==> config.mk <==
export PLATFORM = sky130hd
export DESIGN_NAME = vpw_sym_xcvr
export DESIGN_NICKNAME = d
export VERILOG_FILES = /design/src/rtl/vpw_pkg.sv /design/src/rtl/vpw_datapath.sv /design/src/rtl/vpw_control.sv /design/src/rtl/vpw_sym_xcvr.sv
export SDC_FILE = /design/constraint.sdc
export NUM_CORES = 1
export LEC_CHECK = 0
export CORE_MARGIN = 2
export CORE_UTILIZATION = 53
export CTS_CLUSTER_DIAMETER = 150
export DETAILED_ROUTE_END_ITERATION = 7
export PLACE_DENSITY_LB_ADDON = 0.25
export SYNTH_ARGS = -nofsm -noshare
export SYNTH_HDL_FRONTEND = slang
export SYNTH_HIERARCHICAL = 1
export SYNTH_SLANG_ARGS = --single-unit
==> constraint.sdc <==
create_clock -name clk -period 2.25 [get_ports clk]
set_clock_uncertainty 0.2 [all_clocks]
set_input_delay 0.45 -clock clk [delete_from_list [all_inputs] [get_ports clk]]
set_output_delay 0.45 -clock clk [all_outputs]
set_load 0.01 [all_outputs]
==> src/rtl/vpw_pkg.sv <==
package vpw_pkg;

  typedef enum logic [1:0] {
    CLS_SHORT,
    CLS_LONG,
    CLS_SOF,
    CLS_BREAK
  } symCls_t;

  // datapath -> control
  typedef struct packed {
    logic    edgeSeen;     // one-cycle pulse after an accepted receive transition
    logic    endedActive;  // level of the segment that just ended
    symCls_t cls;          // width class of that segment
    logic    idle;         // passive for at least the idle time
    logic    echoLate;     // active drive without echo for a long-symbol time
  } dpStat_t;

  // control -> datapath
  typedef struct packed {
    logic txLevel;
  } ctlStrb_t;

endpackage

==> src/rtl/vpw_datapath.sv <==
module vpw_datapath
  import vpw_pkg::*;
#(
  parameter int CNT_W    = 10,
  parameter int FILT_N   = 3,
  parameter int LONG_T   = 128,
  parameter int IDLE_T   = 300,
  parameter int SPLIT_SL = 96,
  parameter int SPLIT_LS = 164,
  parameter int FAST_STEP = 4
) (
  input  logic             clk,
  input  logic             rstN,
  input  logic             tick,
  input  logic             fastMode,
  input  logic             rxIn,
  input  ctlStrb_t         ctl,
  output dpStat_t          stat,
  output logic [CNT_W-1:0] timer
);

  localparam logic [CNT_W-1:0] T_MAX   = {CNT_W{1'b1}};
  localparam logic [CNT_W-1:0] T_LONG  = CNT_W'(LONG_T);
  localparam logic [CNT_W-1:0] T_IDLE  = CNT_W'(IDLE_T);
  localparam logic [CNT_W-1:0] T_SL    = CNT_W'(SPLIT_SL);
  localparam logic [CNT_W-1:0] T_LS    = CNT_W'(SPLIT_LS);

  logic [FILT_N-1:0] smp;
  logic              rxLvl;     // filtered receive level, 1 = passive
  logic [CNT_W-1:0]  segLen;
  logic [CNT_W-1:0]  echoCnt;
  logic              edgeP;
  logic              endAct;
  logic [CNT_W-1:0]  step;
  logic              agreeHi;
  logic              agreeLo;

  assign step    = fastMode ? CNT_W'(FAST_STEP) : CNT_W'(1);
  assign agreeHi = &smp;
  assign agreeLo = ~|smp;

  always_ff @(posedge clk) begin
    if (!rstN) begin
      smp     <= '1;
      rxLvl   <= 1'b1;
      timer   <= '0;
      segLen  <= '0;
      echoCnt <= '0;
      edgeP   <= 1'b0;
      endAct  <= 1'b0;
    end else begin
      edgeP <= 1'b0;
      if (tick) begin
        smp <= {smp[FILT_N-2:0], rxIn};
        if ((agreeHi && !rxLvl) || (agreeLo && rxLvl)) begin
          rxLvl  <= agreeHi;
          edgeP  <= 1'b1;
          segLen <= timer;
          endAct <= !rxLvl;
          timer  <= '0;
        end else if (timer <= T_MAX - step) begin
          timer <= timer + step;
        end
        if (ctl.txLevel && rxLvl) begin
          if (echoCnt < T_LONG) echoCnt <= echoCnt + step;
        end else begin
          echoCnt <= '0;
        end
      end
    end
  end

  always_comb begin
    stat.edgeSeen    = edgeP;
    stat.endedActive = endAct;
    if (segLen < T_SL)      stat.cls = CLS_SHORT;
    else if (segLen < T_LS) stat.cls = CLS_LONG;
    else                    stat.cls = endAct ? CLS_SOF : CLS_BREAK;
    stat.idle     = rxLvl && (timer >= T_IDLE);
    stat.echoLate = echoCnt >= T_LONG;
  end

endmodule

==> src/rtl/vpw_control.sv <==
module vpw_control
  import vpw_pkg::*;
#(
  parameter int CNT_W   = 10,
  parameter int SHORT_T = 64,
  parameter int LONG_T  = 128,
  parameter int SOF_T   = 200
) (
  input  logic             clk,
  input  logic             rstN,
  input  logic             tick,
  input  dpStat_t          stat,
  input  logic [CNT_W-1:0] timer,
  input  logic             txValid,
  input  logic             txBit,
  output logic             txReady,
  output logic             txBusy,
  output logic             txOut,
  output logic             rxBitValid,
  output logic             rxBit,
  output logic             collision,
  output logic             noEcho,
  output ctlStrb_t         ctl
);

  localparam logic [CNT_W-1:0] T_SHORT = CNT_W'(SHORT_T);
  localparam logic [CNT_W-1:0] T_LONG  = CNT_W'(LONG_T);
  localparam logic [CNT_W-1:0] T_SOF   = CNT_W'(SOF_T);

  logic             anchored;
  logic             toggled;
  logic             symActive;
  symCls_t          symCls;
  logic             pendV;
  logic             pendBit;
  logic             inFrame;
  logic [CNT_W-1:0] target;
  logic             accept;

  always_comb begin
    case (symCls)
      CLS_SOF:  target = T_SOF;
      CLS_LONG: target = T_LONG;
      default:  target = T_SHORT;
    endcase
  end

  assign txReady     = txBusy ? !pendV : stat.idle;
  assign accept      = txValid && txReady;
  assign ctl.txLevel = txOut;

  always_ff @(posedge clk) begin
    if (!rstN) begin
      txBusy     <= 1'b0;
      txOut      <= 1'b0;
      anchored   <= 1'b0;
      toggled    <= 1'b0;
      symActive  <= 1'b0;
      symCls     <= CLS_SHORT;
      pendV      <= 1'b0;
      pendBit    <= 1'b0;
      inFrame    <= 1'b0;
      rxBitValid <= 1'b0;
      rxBit      <= 1'b0;
      collision  <= 1'b0;
      noEcho     <= 1'b0;
    end else begin
      rxBitValid <= 1'b0;
      if (stat.idle) begin
        collision <= 1'b0;
        inFrame   <= 1'b0;
      end

      // receive decode
      if (stat.edgeSeen) begin
        if (stat.cls == CLS_SOF) inFrame <= 1'b1;
        else if (stat.cls == CLS_BREAK) inFrame <= 1'b0;
        else if (inFrame) begin
          rxBitValid <= 1'b1;
          rxBit      <= stat.endedActive ? (stat.cls == CLS_SHORT) : (stat.cls == CLS_LONG);
        end
      end

      // transmit
      if (txBusy) begin
        if (accept) begin
          pendV   <= 1'b1;
          pendBit <= txBit;
        end
        if (stat.echoLate) begin
          noEcho <= 1'b1;
          txBusy <= 1'b0;
          txOut  <= 1'b0;
          pendV  <= 1'b0;
        end else if (stat.edgeSeen) begin
          if (!anchored) begin
            anchored <= 1'b1;
          end else if (stat.endedActive != symActive || stat.cls != symCls) begin
            collision <= 1'b1;
            txBusy    <= 1'b0;
            txOut     <= 1'b0;
            pendV     <= 1'b0;
          end else if (pendV) begin
            symActive <= !stat.endedActive;
            symCls    <= ((!stat.endedActive) ^ pendBit) ? CLS_LONG : CLS_SHORT;
            pendV     <= 1'b0;
            toggled   <= 1'b0;
          end else begin
            txBusy <= 1'b0;
          end
        end else if (tick && anchored && !toggled && timer >= target) begin
          toggled <= 1'b1;
          if (symActive)  txOut  <= 1'b0;
          else if (pendV) txOut  <= 1'b1;
          else            txBusy <= 1'b0;
        end
      end else if (accept) begin
        txBusy    <= 1'b1;
        txOut     <= 1'b1;
        anchored  <= 1'b0;
        toggled   <= 1'b0;
        symActive <= 1'b1;
        symCls    <= CLS_SOF;
        pendV     <= 1'b1;
        pendBit   <= txBit;
        noEcho    <= 1'b0;
      end
    end
  end

endmodule

==> src/rtl/vpw_sym_xcvr.sv <==
module vpw_sym_xcvr
  import vpw_pkg::*;
#(
  parameter int SHORT_T   = 64,
  parameter int LONG_T    = 128,
  parameter int SOF_T     = 200,
  parameter int IDLE_T    = 300,
  parameter int SPLIT_SL  = 96,
  parameter int SPLIT_LS  = 164,
  parameter int FILT_N    = 3,
  parameter int FAST_STEP = 4
) (
  input  logic clk,
  input  logic rstN,
  input  logic tick,
  input  logic fastMode,
  input  logic rxIn,
  input  logic txValid,
  input  logic txBit,
  output logic txReady,
  output logic txOut,
  output logic txBusy,
  output logic rxBitValid,
  output logic rxBit,
  output logic collision,
  output logic noEcho,
  output logic busIdle
);

  localparam int CNT_W = $clog2(IDLE_T + 1) + 1;

  dpStat_t          stat;
  ctlStrb_t         ctl;
  logic [CNT_W-1:0] timer;

  vpw_datapath #(
    .CNT_W(CNT_W), .FILT_N(FILT_N), .LONG_T(LONG_T), .IDLE_T(IDLE_T),
    .SPLIT_SL(SPLIT_SL), .SPLIT_LS(SPLIT_LS), .FAST_STEP(FAST_STEP)
  ) u_dp (
    .clk(clk), .rstN(rstN), .tick(tick), .fastMode(fastMode), .rxIn(rxIn),
    .ctl(ctl), .stat(stat), .timer(timer)
  );

  vpw_control #(
    .CNT_W(CNT_W), .SHORT_T(SHORT_T), .LONG_T(LONG_T), .SOF_T(SOF_T)
  ) u_ctl (
    .clk(clk), .rstN(rstN), .tick(tick), .stat(stat), .timer(timer),
    .txValid(txValid), .txBit(txBit), .txReady(txReady), .txBusy(txBusy),
    .txOut(txOut), .rxBitValid(rxBitValid), .rxBit(rxBit),
    .collision(collision), .noEcho(noEcho), .ctl(ctl)
  );

  assign busIdle = stat.idle;

endmodule

==> report_table.html, run 1 <==
<table>
<tr><th>Metric</th><th>Value</th></tr>
<tr><th colspan="2">Run status</th></tr>
<tr><td>Status</td><td>finished with violations</td></tr>
<tr><td>Failing checks</td><td>setup timing</td></tr>
<tr><th colspan="2">Clock network</th></tr>
<tr><td>Clk sink count</td><td>48</td></tr>
<tr><td>Deepest level of the CTS H-tree</td><td>2</td></tr>
<tr><td>Number of CTS-inserted buffers</td><td>5</td></tr>
<tr><td>Clk root buf</td><td>sky130_fd_sc_hd__clkbuf_8</td></tr>
<tr><td>Clock latency at the later pin of the worst-skew pair</td><td>310 ps</td></tr>
<tr><td>Clock slew at reported path FFs</td><td>90 ps</td></tr>
<tr><td>Deepest clock path buffer count</td><td>2</td></tr>
<tr><td>Number of buffers inserted for hold repair after clock tree synthesis</td><td>0</td></tr>
<tr><td>CTS tree</td><td>built</td></tr>
<tr><th colspan="2">Setup path</th></tr>
<tr><td>Reg-to-reg slack, setup</td><td>10 ps</td></tr>
<tr><td>Maximum single-stage delay on the critical path</td><td>360 ps</td></tr>
<tr><td>Worst path required time</td><td>1600 ps</td></tr>
<tr><td>Logic depth of the worst register-to-register path</td><td>8</td></tr>
<tr><td>Family of cells with the greatest summed delay on the critical path</td><td>compound AO/OA/AOI/OAI gates</td></tr>
<tr><td>Startpoint type of the worst setup path</td><td>flip-flop</td></tr>
<tr><td>Worst Path Buf+Inv</td><td>3</td></tr>
<tr><td>Startpoint of the worst register-to-register path</td><td>u_ctl/symCls[0]</td></tr>
<tr><td>Slowest-stage cell, CP</td><td>sky130_fd_sc_hd__dfxtp_2</td></tr>
<tr><td>Crit path cell chain</td><td>a21oi_2, nor2b_1, o31ai_1, a21boi_1, buf_4, inv_2, mux2i_4, buf_2</td></tr>
<tr><td>Kind of capture point of the worst setup path</td><td>output port</td></tr>
<tr><td>Setup Crit Path Kind</td><td>flip-flop to output port</td></tr>
<tr><td>Worst r2r dst</td><td>u_ctl/ctl</td></tr>
<tr><td>Arrival time at the worst endpoint</td><td>1640 ps</td></tr>
<tr><td>Crit Path Max Fanout</td><td>2</td></tr>
<tr><th colspan="2">Detailed routing</th></tr>
<tr><td>WL/cell</td><td>15.44 µm</td></tr>
<tr><td>Iter 0 DRT Violations</td><td>150</td></tr>
<tr><td>Post-detailed-routing wire length</td><td>6500 µm</td></tr>
<tr><td>Via count</td><td>2445</td></tr>
<tr><td>Antenna-violating nets left</td><td>0</td></tr>
<tr><td>Routed via count divided by cell count</td><td>5.808</td></tr>
<tr><td>DRC errors left</td><td>0</td></tr>
<tr><td>First-pass detailed-route iteration total</td><td>5</td></tr>
<tr><th colspan="2">Synth</th></tr>
<tr><td>Number of nets in the synthesized netlist</td><td>313</td></tr>
<tr><td>Top cell type by total area after synthesis</td><td>sky130_fd_sc_hd__dfxtp_1</td></tr>
<tr><td>Average instance area after synthesis</td><td>8.780 µm²</td></tr>
<tr><td>Share of synthesized area occupied by flip-flops and latches</td><td>37.23%</td></tr>
<tr><td>Count leader, synth</td><td>sky130_fd_sc_hd__dfxtp_1</td></tr>
<tr><td>Number of enable-type register cells in the synthesized netlist</td><td>0</td></tr>
<tr><td>Number of warnings printed during yosys synthesis</td><td>6</td></tr>
<tr><td>Dominant synthesized flop cell</td><td>sky130_fd_sc_hd__dfxtp_1</td></tr>
<tr><td>Synthesized instance count</td><td>294</td></tr>
<tr><td>Post-synth cell types</td><td>63</td></tr>
<tr><td>Cell area after technology mapping</td><td>0.002581 mm²</td></tr>
<tr><td>Synth async-reset ratio</td><td>0%</td></tr>
<tr><td>Post-synth top area share</td><td>37.23%</td></tr>
<tr><td>Synth cell count leaders</td><td>48 x sky130_fd_sc_hd__dfxtp_1, 35 x sky130_fd_sc_hd__nand2_1, 26 x sky130_fd_sc_hd__nor2_1</td></tr>
<tr><td>Most area-consuming cells after synthesis</td><td>sky130_fd_sc_hd__dfxtp_1 37%, sky130_fd_sc_hd__ha_1 5.8%, sky130_fd_sc_hd__nand2_1 5.1%</td></tr>
<tr><td>Number of register bits inferred by synthesis</td><td>48</td></tr>
<tr><th colspan="2">Floorplanning</th></tr>
<tr><td>Standard cell core area</td><td>0.004723 mm²</td></tr>
<tr><td>Starting utilization of the core area</td><td>54.65%</td></tr>
<tr><td>Total Die Area</td><td>0.005444 mm²</td></tr>
<tr><td>IO Pins</td><td>15</td></tr>
<tr><td>Die X-Extent</td><td>73.79 µm</td></tr>
<tr><td>Std cell rows</td><td>25</td></tr>
<tr><td>Die height</td><td>73.79 µm</td></tr>
<tr><th colspan="2">Timing</th></tr>
<tr><td>Worst Setup Slack, final</td><td>-41.80 ps</td></tr>
<tr><td>Portion of the clock cycle consumed by the worst path in the final layout</td><td>101.9%</td></tr>
<tr><td>Min cycle time layout</td><td>2292 ps</td></tr>
<tr><td>Final setup violation count</td><td>1</td></tr>
<tr><td>Number of hold violations in the final report</td><td>0</td></tr>
<tr><td>Final Max Tran Viols</td><td>0</td></tr>
<tr><td>Slew margin rel.</td><td>66.21%</td></tr>
<tr><td>Highest clock rate</td><td>436.3 MHz</td></tr>
<tr><td>Actual slew at the worst max-slew pin</td><td>505.7 ps</td></tr>
<tr><td>Unrepaired setup endpoints after global routing</td><td>yes</td></tr>
<tr><th colspan="2">Global route</th></tr>
<tr><td>GRT overflow</td><td>0</td></tr>
<tr><td>First-pass GRT wire length</td><td>10410 µm</td></tr>
<tr><td>Via count of the first global-routing pass</td><td>2229</td></tr>
<tr><td>GRT Overall Usage</td><td>24.89%</td></tr>
<tr><td>Pin count of the biggest net entering global routing</td><td>28</td></tr>
<tr><td>Antenna violations before repair</td><td>0</td></tr>
<tr><th colspan="2">Hold path</th></tr>
<tr><td>Worst min-delay path endpoint</td><td>u_ctl/noEcho</td></tr>
<tr><td>Min-Delay Path Depth</td><td>2</td></tr>
<tr><td>Source of the worst hold timing path</td><td>u_ctl/noEcho</td></tr>
<tr><td>Type of the worst min-delay path</td><td>flip-flop to flip-flop</td></tr>
<tr><th colspan="2">Layout</th></tr>
<tr><td>Number of antenna diodes</td><td>0</td></tr>
<tr><td>Number of nets in the finished design</td><td>372</td></tr>
<tr><td>Layout filler cell count</td><td>348</td></tr>
<tr><td>Growth of design area from synthesis to finish</td><td>32.38%</td></tr>
<tr><td>Ratio of cells with drive above 1 in the final layout</td><td>26.55%</td></tr>
<tr><td>Area of all placed cells without fillers</td><td>0.003417 mm²</td></tr>
<tr><th colspan="2">Placement</th></tr>
<tr><td>Post-placement worst setup slack</td><td>-488.2 ps</td></tr>
<tr><td>Placed instance area</td><td>0.003069 mm²</td></tr>
<tr><td>Number of buffers inserted by port buffering</td><td>14</td></tr>
<tr><td>HPWL after DPL</td><td>4409 µm</td></tr>
<tr><td>Routability cong.</td><td>0.9608</td></tr>
<tr><th colspan="2">Pwr</th></tr>
<tr><td>Peak VDD IR</td><td>0.0003149 V</td></tr>
<tr><td>Static leakage power</td><td>1.426 nW</td></tr>
<tr><td>Power per unit of standard cell area</td><td>476.6 mW/mm²</td></tr>
<tr><th colspan="2">Flow run</th></tr>
<tr><td>Max capacitance violation total</td><td>0</td></tr>
</table>
==> flip-flops by register name, summed over array words and instances, names as in the netlist <==
register and cells:
u_ctl/noEcho 1, u_ctl/symActive 1, u_ctl/txBusy 1, u_ctl/rxBitValid 1
u_ctl/rxBit 1, u_dp/smp 3, u_ctl/ctl 1, u_dp/timer 10
u_dp/echoCnt 10, u_dp/edgeP 1, u_ctl/collision 1, u_dp/endAct 1
u_ctl/anchored 1, u_ctl/symCls 2, u_ctl/pendBit 1, u_ctl/inFrame 1
u_ctl/toggled 1, u_dp/segLen 8, u_ctl/pendV 1, u_dp/rxLvl 1
==> per-layer routing <==
| layer | GRT usage (%) | part of all wire [%] | up-vias |
|---|---|---|---|
| li1 | - | - | 1200 |
| met5 | 0 | 0 | - |
| met1 | 32.26 | 46 | 1167 |
| met4 | 7.879 | 1.9 | 0 |
| met2 | 41.47 | 48 | 63 |
| met3 | 4.938 | 4.0 | 15 |
==> cell usage in the layout, fill, tap and decap left out, types with 3 or more instances in the layout <==
cell type	n
sky130_fd_sc_hd__a21boi_0	3
sky130_fd_sc_hd__nor2_1	26
sky130_fd_sc_hd__nand3b_1	4
sky130_fd_sc_hd__o31ai_1	3
sky130_fd_sc_hd__clkbuf_8	5
sky130_fd_sc_hd__nand3_1	10
sky130_fd_sc_hd__nand4_1	4
sky130_fd_sc_hd__nand2_1	34
sky130_fd_sc_hd__mux2i_1	12
sky130_fd_sc_hd__and2_1	4
sky130_fd_sc_hd__ha_1	7
sky130_fd_sc_hd__dfxtp_1	44
sky130_fd_sc_hd__nor2b_1	3
sky130_fd_sc_hd__a21oi_1	9
sky130_fd_sc_hd__o21ai_1	3
sky130_fd_sc_hd__buf_6	5
sky130_fd_sc_hd__a21oi_2	3
sky130_fd_sc_hd__clkdlybuf4s50_1	11
sky130_fd_sc_hd__xnor2_1	5
sky130_fd_sc_hd__o21a_1	3
sky130_fd_sc_hd__a31oi_1	5
sky130_fd_sc_hd__dfxtp_2	4
sky130_fd_sc_hd__or3_1	3
sky130_fd_sc_hd__o21ai_0	5
sky130_fd_sc_hd__inv_2	3
sky130_fd_sc_hd__and3_1	7
sky130_fd_sc_hd__inv_1	10
sky130_fd_sc_hd__buf_4	44
sky130_fd_sc_hd__xor2_1	4
sky130_fd_sc_hd__ha_4	4
sky130_fd_sc_hd__nor3_1	6
==> through the flow <==
| stage | hold slack [ps] | instances | util [%] | setup TNS, ps | total power [mW] |
|---|---|---|---|---|---|
| 2_1_floorplan | 255.3 | 294 | - | 0 | 0.9441 |
| 4_1_cts | 286.1 | 418 | 70.41 | -175.3 | 1.637 |
| 5_1_grt | 307.8 | 421 | 72.34 | -256.3 | 1.686 |
| 3_3_place_gp | 262.9 | 405 | 64.98 | -4796 | 1.002 |
| 3_5_place_dp | 272.6 | 405 | 64.98 | -5432 | 1.004 |
| 6_report | 281.6 | 421 | 72.34 | -41.80 | 1.629 |
==> timing repair <==
action                                  CTS  global route
setup buffers                             6             3
pin swaps                                10             7
gates resized for setup                  32            16
endpoints found under the setup margin   14            11
==> worst max path at each step <==
stage                    from               to  slack, ps  depth (start not counted)
5_1_grt         u_dp/timer[2]          txReady       -140                          8
6_report        u_dp/timer[2]          txReady        -40                          8
2_1_floorplan  u_dp/segLen[2]  u_ctl/symCls[0]         20                          9
3_3_place_gp         fastMode    u_dp/timer[0]       -450                          7
3_5_place_dp         fastMode    u_dp/timer[0]       -490                          7
4_1_cts         u_dp/timer[2]          txReady       -100                          8
==> tightest hold or removal path: stages, from the launching register on <==
cell and delay (ps):
sky130_fd_sc_hd__dfxtp_1 330, sky130_fd_sc_hd__nand2_1 50, sky130_fd_sc_hd__a21boi_0 70
==> layout make-up <==
class / instances / area (µm²) / area share, %
inverter: 13 / 48.80 / 1.428
sequential: 48 / 965.9 / 28.27
clock buffer: 5 / 68.82 / 2.014
multi-input combinational: 222 / 1677 / 49.07
timing repair buffer: 63 / 530.5 / 15.53
tap: 67 / 83.83 / 2.453
clock inverter: 3 / 42.54 / 1.245
==> logic make-up (layout without fill, tap and decap cells) <==
kind of cell	after synthesis	count (layout)	share of synthesized area, %
simple gates	118	118	24.04
xor+xnor	10	10	3.393
compound gates	69	69	20.41
fa+ha+maj	12	12	5.817
buf+inv	24	84	4.071
mux	13	13	5.041
flops	48	48	37.23
==> report_power, final <==
| part | switching (mW) | internal, mW | total [mW] | leakage (nW) |
|---|---|---|---|---|
| combinational | 0.0692 | 0.0638 | 0.133 | 0.983 |
| sequential | 0.0103 | 0.857 | 0.867 | 0.389 |
| clock | 0.300 | 0.329 | 0.629 | 0.0541 |
| total | 0.379 | 1.25 | 1.63 | 1.43 |
Power figures use the tool's default switching activity.
==> inputs of run 2 (changes only) <==
- ABC_AREA: unset -> 1
- CORE_UTILIZATION: 53 -> 55
- DONT_BUFFER_PORTS: unset -> 1
- PLACE_DENSITY_LB_ADDON: 0.25 -> 0.08
==> report_table.html, run 2 <==
<table>
<tr><th>Metric</th><th>Value</th></tr>
<tr><th colspan="2">Run status</th></tr>
<tr><td>Status</td><td>finished, final reports clean (was finished with violations)</td></tr>
<tr><th colspan="2">Layout</th></tr>
<tr><td>Number of antenna diodes</td><td>0 (unchanged)</td></tr>
<tr><td>Most frequent standard cell in the layout excluding fill and tap cells</td><td>sky130_fd_sc_hd__nand2_1</td></tr>
<tr><td>Highest-count cells in the layout ignoring fill and taps</td><td>89 x sky130_fd_sc_hd__nand2_1, 45 x sky130_fd_sc_hd__dfxtp_1, 44 x sky130_fd_sc_hd__nor2_1, 41 x sky130_fd_sc_hd__inv_1, 32 x sky130_fd_sc_hd__nand3_1 (was 44 x sky130_fd_sc_hd__buf_4, 44 x sky130_fd_sc_hd__dfxtp_1, 34 x sky130_fd_sc_hd__nand2_1, 26 x sky130_fd_sc_hd__nor2_1, 12 x sky130_fd_sc_hd__mux2i_1)</td></tr>
<tr><td>Registers with the most flip-flops</td><td>u_dp/echoCnt (10), u_dp/timer (10), u_dp/segLen (8) (unchanged)</td></tr>
<tr><td>Register Area</td><td>964.7 µm² (was 965.9 µm²)</td></tr>
<tr><td>Area of all placed cells without fillers</td><td>0.002869 mm² (was 0.003417 mm²)</td></tr>
<tr><td>Ratio of cells with drive above 1 in the final layout</td><td>14.21% (was 26.55%)</td></tr>
<tr><td>Growth of design area from synthesis to finish</td><td>8.058% (was 32.38%)</td></tr>
<tr><td>Utilization after layout</td><td>61.15% (was 72.34%)</td></tr>
<tr><td>Layout filler cell count</td><td>431 (was 348)</td></tr>
<tr><td>Number of nets in the finished design</td><td>412 (was 372)</td></tr>
<tr><td>Total area of multi-input combinational cells</td><td>0.001485 mm² (was 0.001677 mm²)</td></tr>
<tr><th colspan="2">Clock network</th></tr>
<tr><td>Clock latency at the later pin of the worst-skew pair</td><td>310 ps (about the same)</td></tr>
<tr><td>Buffers inserted during post-CTS setup optimization</td><td>0 (was 6)</td></tr>
<tr><td>Clk root buf</td><td>sky130_fd_sc_hd__clkbuf_8 (unchanged)</td></tr>
<tr><td>Deepest clock path buffer count</td><td>2 (unchanged)</td></tr>
<tr><td>Clk sink count</td><td>48 (unchanged)</td></tr>
<tr><td>CTS tree</td><td>built (unchanged)</td></tr>
<tr><td>Clock slew at reported path FFs</td><td>90 ps (about the same)</td></tr>
<tr><td>Number of buffers inserted for hold repair after clock tree synthesis</td><td>0 (unchanged)</td></tr>
<tr><td>Deepest level of the CTS H-tree</td><td>2 (unchanged)</td></tr>
<tr><td>Number of CTS-inserted buffers</td><td>5 (unchanged)</td></tr>
<tr><th colspan="2">Synth</th></tr>
<tr><td>Number of enable-type register cells in the synthesized netlist</td><td>0 (unchanged)</td></tr>
<tr><td>Cell area after technology mapping</td><td>0.002655 mm² (was 0.002581 mm²)</td></tr>
<tr><td>Synth cell count leaders</td><td>90 x sky130_fd_sc_hd__nand2_1, 48 x sky130_fd_sc_hd__dfxtp_1, 47 x sky130_fd_sc_hd__nor2_1 (was 48 x sky130_fd_sc_hd__dfxtp_1, 35 x sky130_fd_sc_hd__nand2_1, 26 x sky130_fd_sc_hd__nor2_1)</td></tr>
<tr><td>Number of warnings printed during yosys synthesis</td><td>6 (unchanged)</td></tr>
<tr><td>Number of register bits inferred by synthesis</td><td>48 (unchanged)</td></tr>
<tr><td>Number of nets in the synthesized netlist</td><td>407 (was 313)</td></tr>
<tr><td>Count leader, synth</td><td>sky130_fd_sc_hd__nand2_1 (was sky130_fd_sc_hd__dfxtp_1)</td></tr>
<tr><td>Share of synthesized area occupied by flip-flops and latches</td><td>36.19% (was 37.23%)</td></tr>
<tr><td>Post-synth cell types</td><td>39 (was 63)</td></tr>
<tr><td>Post-synth top area share</td><td>36.19% (was 37.23%)</td></tr>
<tr><td>Average instance area after synthesis</td><td>6.843 µm² (was 8.780 µm²)</td></tr>
<tr><td>Synthesized instance count</td><td>388 (was 294)</td></tr>
<tr><td>Synth async-reset ratio</td><td>0% (unchanged)</td></tr>
<tr><td>Most area-consuming cells after synthesis</td><td>sky130_fd_sc_hd__dfxtp_1 36%, sky130_fd_sc_hd__nand2_1 13%, sky130_fd_sc_hd__nor2_1 6.6% (was sky130_fd_sc_hd__dfxtp_1 37%, sky130_fd_sc_hd__ha_1 5.8%, sky130_fd_sc_hd__nand2_1 5.1%)</td></tr>
<tr><td>Top cell type by total area after synthesis</td><td>sky130_fd_sc_hd__dfxtp_1 (unchanged)</td></tr>
<tr><td>Dominant synthesized flop cell</td><td>sky130_fd_sc_hd__dfxtp_1 (unchanged)</td></tr>
<tr><th colspan="2">Floorplanning</th></tr>
<tr><td>Die X-Extent</td><td>73.48 µm (was 73.79 µm)</td></tr>
<tr><td>Starting utilization of the core area</td><td>56.59% (was 54.65%)</td></tr>
<tr><td>IO Pins</td><td>15 (unchanged)</td></tr>
<tr><td>Total Die Area</td><td>0.005399 mm² (was 0.005444 mm²)</td></tr>
<tr><td>Die height</td><td>73.48 µm (was 73.79 µm)</td></tr>
<tr><td>Standard cell core area</td><td>0.004692 mm² (was 0.004723 mm²)</td></tr>
<tr><td>Std cell rows</td><td>25 (unchanged)</td></tr>
<tr><th colspan="2">Global route</th></tr>
<tr><td>GRT overflow</td><td>0 (unchanged)</td></tr>
<tr><td>First-pass GRT wire length</td><td>9459 µm (was 10410 µm)</td></tr>
<tr><td>Pin count of the biggest net entering global routing</td><td>24 (was 28)</td></tr>
<tr><td>GRT Overall Usage</td><td>22.54% (was 24.89%)</td></tr>
<tr><td>Via count of the first global-routing pass</td><td>2090 (was 2229)</td></tr>
<tr><td>Antenna violations before repair</td><td>0 (unchanged)</td></tr>
<tr><th colspan="2">Setup path</th></tr>
<tr><td>Startpoint of the worst register-to-register path</td><td>u_dp/segLen[8] (was u_ctl/symCls[0])</td></tr>
<tr><td>Setup Crit Path Kind</td><td>flip-flop to flip-flop (was flip-flop to output port)</td></tr>
<tr><td>Worst path required time</td><td>2250 ps (was 1600 ps)</td></tr>
<tr><td>Startpoint type of the worst setup path</td><td>flip-flop (unchanged)</td></tr>
<tr><td>Reg-to-reg slack, setup</td><td>150 ps (was 10 ps)</td></tr>
<tr><td>Capture point of the worst path</td><td>u_ctl/toggled (was txReady)</td></tr>
<tr><td>Arrival time at the worst endpoint</td><td>2100 ps (was 1640 ps)</td></tr>
<tr><td>Crit Path Max Fanout</td><td>4 (was 2)</td></tr>
<tr><td>Worst r2r dst</td><td>u_ctl/toggled (was u_ctl/ctl)</td></tr>
<tr><td>Logic depth of the worst register-to-register path</td><td>17 (was 8)</td></tr>
<tr><td>Critical path startpoint</td><td>u_dp/segLen[8] (was u_dp/timer[2])</td></tr>
<tr><td>Kind of capture point of the worst setup path</td><td>flip-flop (was output port)</td></tr>
<tr><th colspan="2">Detailed routing</th></tr>
<tr><td>Post-detailed-routing wire length</td><td>5774 µm (was 6500 µm)</td></tr>
<tr><td>WL/cell</td><td>12.89 µm (was 15.44 µm)</td></tr>
<tr><td>Via count</td><td>2381 (was 2445)</td></tr>
<tr><td>Iter 0 DRT Violations</td><td>133 (was 150)</td></tr>
<tr><td>DRC errors left</td><td>0 (unchanged)</td></tr>
<tr><td>Routed via count divided by cell count</td><td>5.315 (was 5.808)</td></tr>
<tr><td>First-pass detailed-route iteration total</td><td>4 (was 5)</td></tr>
<tr><td>Antenna-violating nets left</td><td>0 (unchanged)</td></tr>
<tr><th colspan="2">Hold path</th></tr>
<tr><td>Min-Delay Path Depth</td><td>1 (was 2)</td></tr>
<tr><td>Type of the worst min-delay path</td><td>input pin to flip-flop (was flip-flop to flip-flop)</td></tr>
<tr><th colspan="2">Pwr</th></tr>
<tr><td>Power per unit of standard cell area</td><td>577.5 mW/mm² (was 476.6 mW/mm²)</td></tr>
<tr><td>Peak VDD IR</td><td>0.0003418 V (was 0.0003149 V)</td></tr>
<tr><td>Static leakage power</td><td>1.240 nW (was 1.426 nW)</td></tr>
<tr><th colspan="2">Timing</th></tr>
<tr><td>Actual slew at the worst max-slew pin</td><td>357.3 ps (was 505.7 ps)</td></tr>
<tr><td>Unrepaired setup endpoints after global routing</td><td>no (was yes)</td></tr>
<tr><td>Final setup violation count</td><td>0 (was 1)</td></tr>
<tr><td>Total negative slack</td><td>0 ps (was -41.80 ps)</td></tr>
<tr><td>Final Max Tran Viols</td><td>0 (unchanged)</td></tr>
<tr><td>Slew margin rel.</td><td>76.10% (was 66.21%)</td></tr>
<tr><td>Portion of the clock cycle consumed by the worst path in the final layout</td><td>93.27% (was 101.9%)</td></tr>
<tr><td>Min cycle time layout</td><td>2099 ps (was 2292 ps)</td></tr>
<tr><td>Number of hold violations in the final report</td><td>0 (unchanged)</td></tr>
<tr><td>Highest clock rate</td><td>476.5 MHz (was 436.3 MHz)</td></tr>
<tr><th colspan="2">Placement</th></tr>
<tr><td>Placed instance area</td><td>0.002728 mm² (was 0.003069 mm²)</td></tr>
<tr><td>Routability cong.</td><td>0.9546 (was 0.9608)</td></tr>
<tr><td>HPWL after DPL</td><td>4288 µm (was 4409 µm)</td></tr>
<tr><td>Number of buffers inserted by port buffering</td><td>0 (was 14)</td></tr>
<tr><th colspan="2">Flow run</th></tr>
<tr><td>Max capacitance violation total</td><td>0 (unchanged)</td></tr>
</table>
==> run 2: power by group <==
group | leakage (nW) | internal, mW | total [mW] | switching (mW)
combinational | 0.808 | 0.0879 | 0.229 | 0.141
sequential | 0.392 | 0.878 | 0.905 | 0.0271
clock | 0.0404 | 0.220 | 0.523 | 0.303
total | 1.24 | 1.19 | 1.66 | 0.471
==> run 2: layout make-up <==
type / count / share of cell area [%]
clock buffers: 5 / 2.399
clock inverters: 3 / 0.8286
inverters: 53 / 6.934
multi-input cells: 277 / 51.77
flip-flops and latches: 48 / 33.62
well taps: 54 / 2.355
repair buffers: 8 / 2.093
==> run 2: worst min-delay path by stage <==
stage               startpoint              end  slack (ps)
2_1_floorplan  u_dp/echoCnt[8]  u_dp/echoCnt[8]         220
3_3_place_gp   u_dp/echoCnt[9]  u_dp/echoCnt[9]         230
3_5_place_dp   u_dp/echoCnt[8]  u_dp/echoCnt[8]         230
4_1_cts                   rstN       u_dp/rxLvl          20
5_1_grt                   rstN       u_dp/rxLvl          20
6_report                  rstN       u_dp/rxLvl          30
==> run 2: repair_timing <==
action | 4_1_cts | 5_1_grt
endpoints found under the setup margin | 1 | 5
pin swaps | 0 | 0
gates resized for setup | 1 | 12
==> run 2: per-stage QoR <==
| step | instances | total power [mW] | setup slack (ps) | hold WS, ps |
|---|---|---|---|---|
| after floorplan | 388 | 1.103 | 280.0 | 218.8 |
| final | 448 | 1.657 | 151.3 | 25.56 |
| after global placement | 440 | 1.140 | 173.1 | 227.5 |
| after CTS | 448 | 1.665 | 17.08 | 18.58 |
| after detailed placement | 440 | 1.144 | 124.9 | 229.8 |
| after global routing | 448 | 1.738 | 12.88 | 22.25 |
==> run 2: metal layers <==
metal | vias to the layer above | global-route usage [%] | part of all wire, %
li1 | 1273 | - | -
met1 | 1056 | 31.18 | 50
met2 | 47 | 35.52 | 44
met3 | 5 | 4.938 | 5.8
met4 | 0 | 6.061 | 0.68
met5 | - | 0 | 0
==> run 2: kinds of logic after synthesis <==
logic type      after synthesis  share of synthesized area [%]
compound gates               65                          13.90
xor+xnor                      4                          1.320
fa+ha+maj                    12                          5.655
buf+inv                      63                          9.567
flops                        48                          36.19
simple gates                196                          33.37
==> run 2: worst max-delay path, cell delays in order, from the launching register on <==
cell and delay, ps:
sky130_fd_sc_hd__dfxtp_1 320, sky130_fd_sc_hd__nor2_2 170, sky130_fd_sc_hd__inv_1 70, sky130_fd_sc_hd__nor2_2 120, sky130_fd_sc_hd__nand3b_1 120, sky130_fd_sc_hd__nand2_1 50
sky130_fd_sc_hd__inv_1 110, sky130_fd_sc_hd__inv_1 50, sky130_fd_sc_hd__nand2_1 60, sky130_fd_sc_hd__nand2_1 60, sky130_fd_sc_hd__nor2_2 120, sky130_fd_sc_hd__nand2_2 100
sky130_fd_sc_hd__nor2_4 130, sky130_fd_sc_hd__nand2_2 70, sky130_fd_sc_hd__nand2_2 80, sky130_fd_sc_hd__inv_1 50, sky130_fd_sc_hd__o211ai_1 70, sky130_fd_sc_hd__inv_1 50
==> inputs of run 3 (changes only) <==
- GPL_ROUTABILITY_DRIVEN: unset -> 0
==> results of run 3 <==
Same layout as run 2: the final DEF is identical, and so are final timing and power.
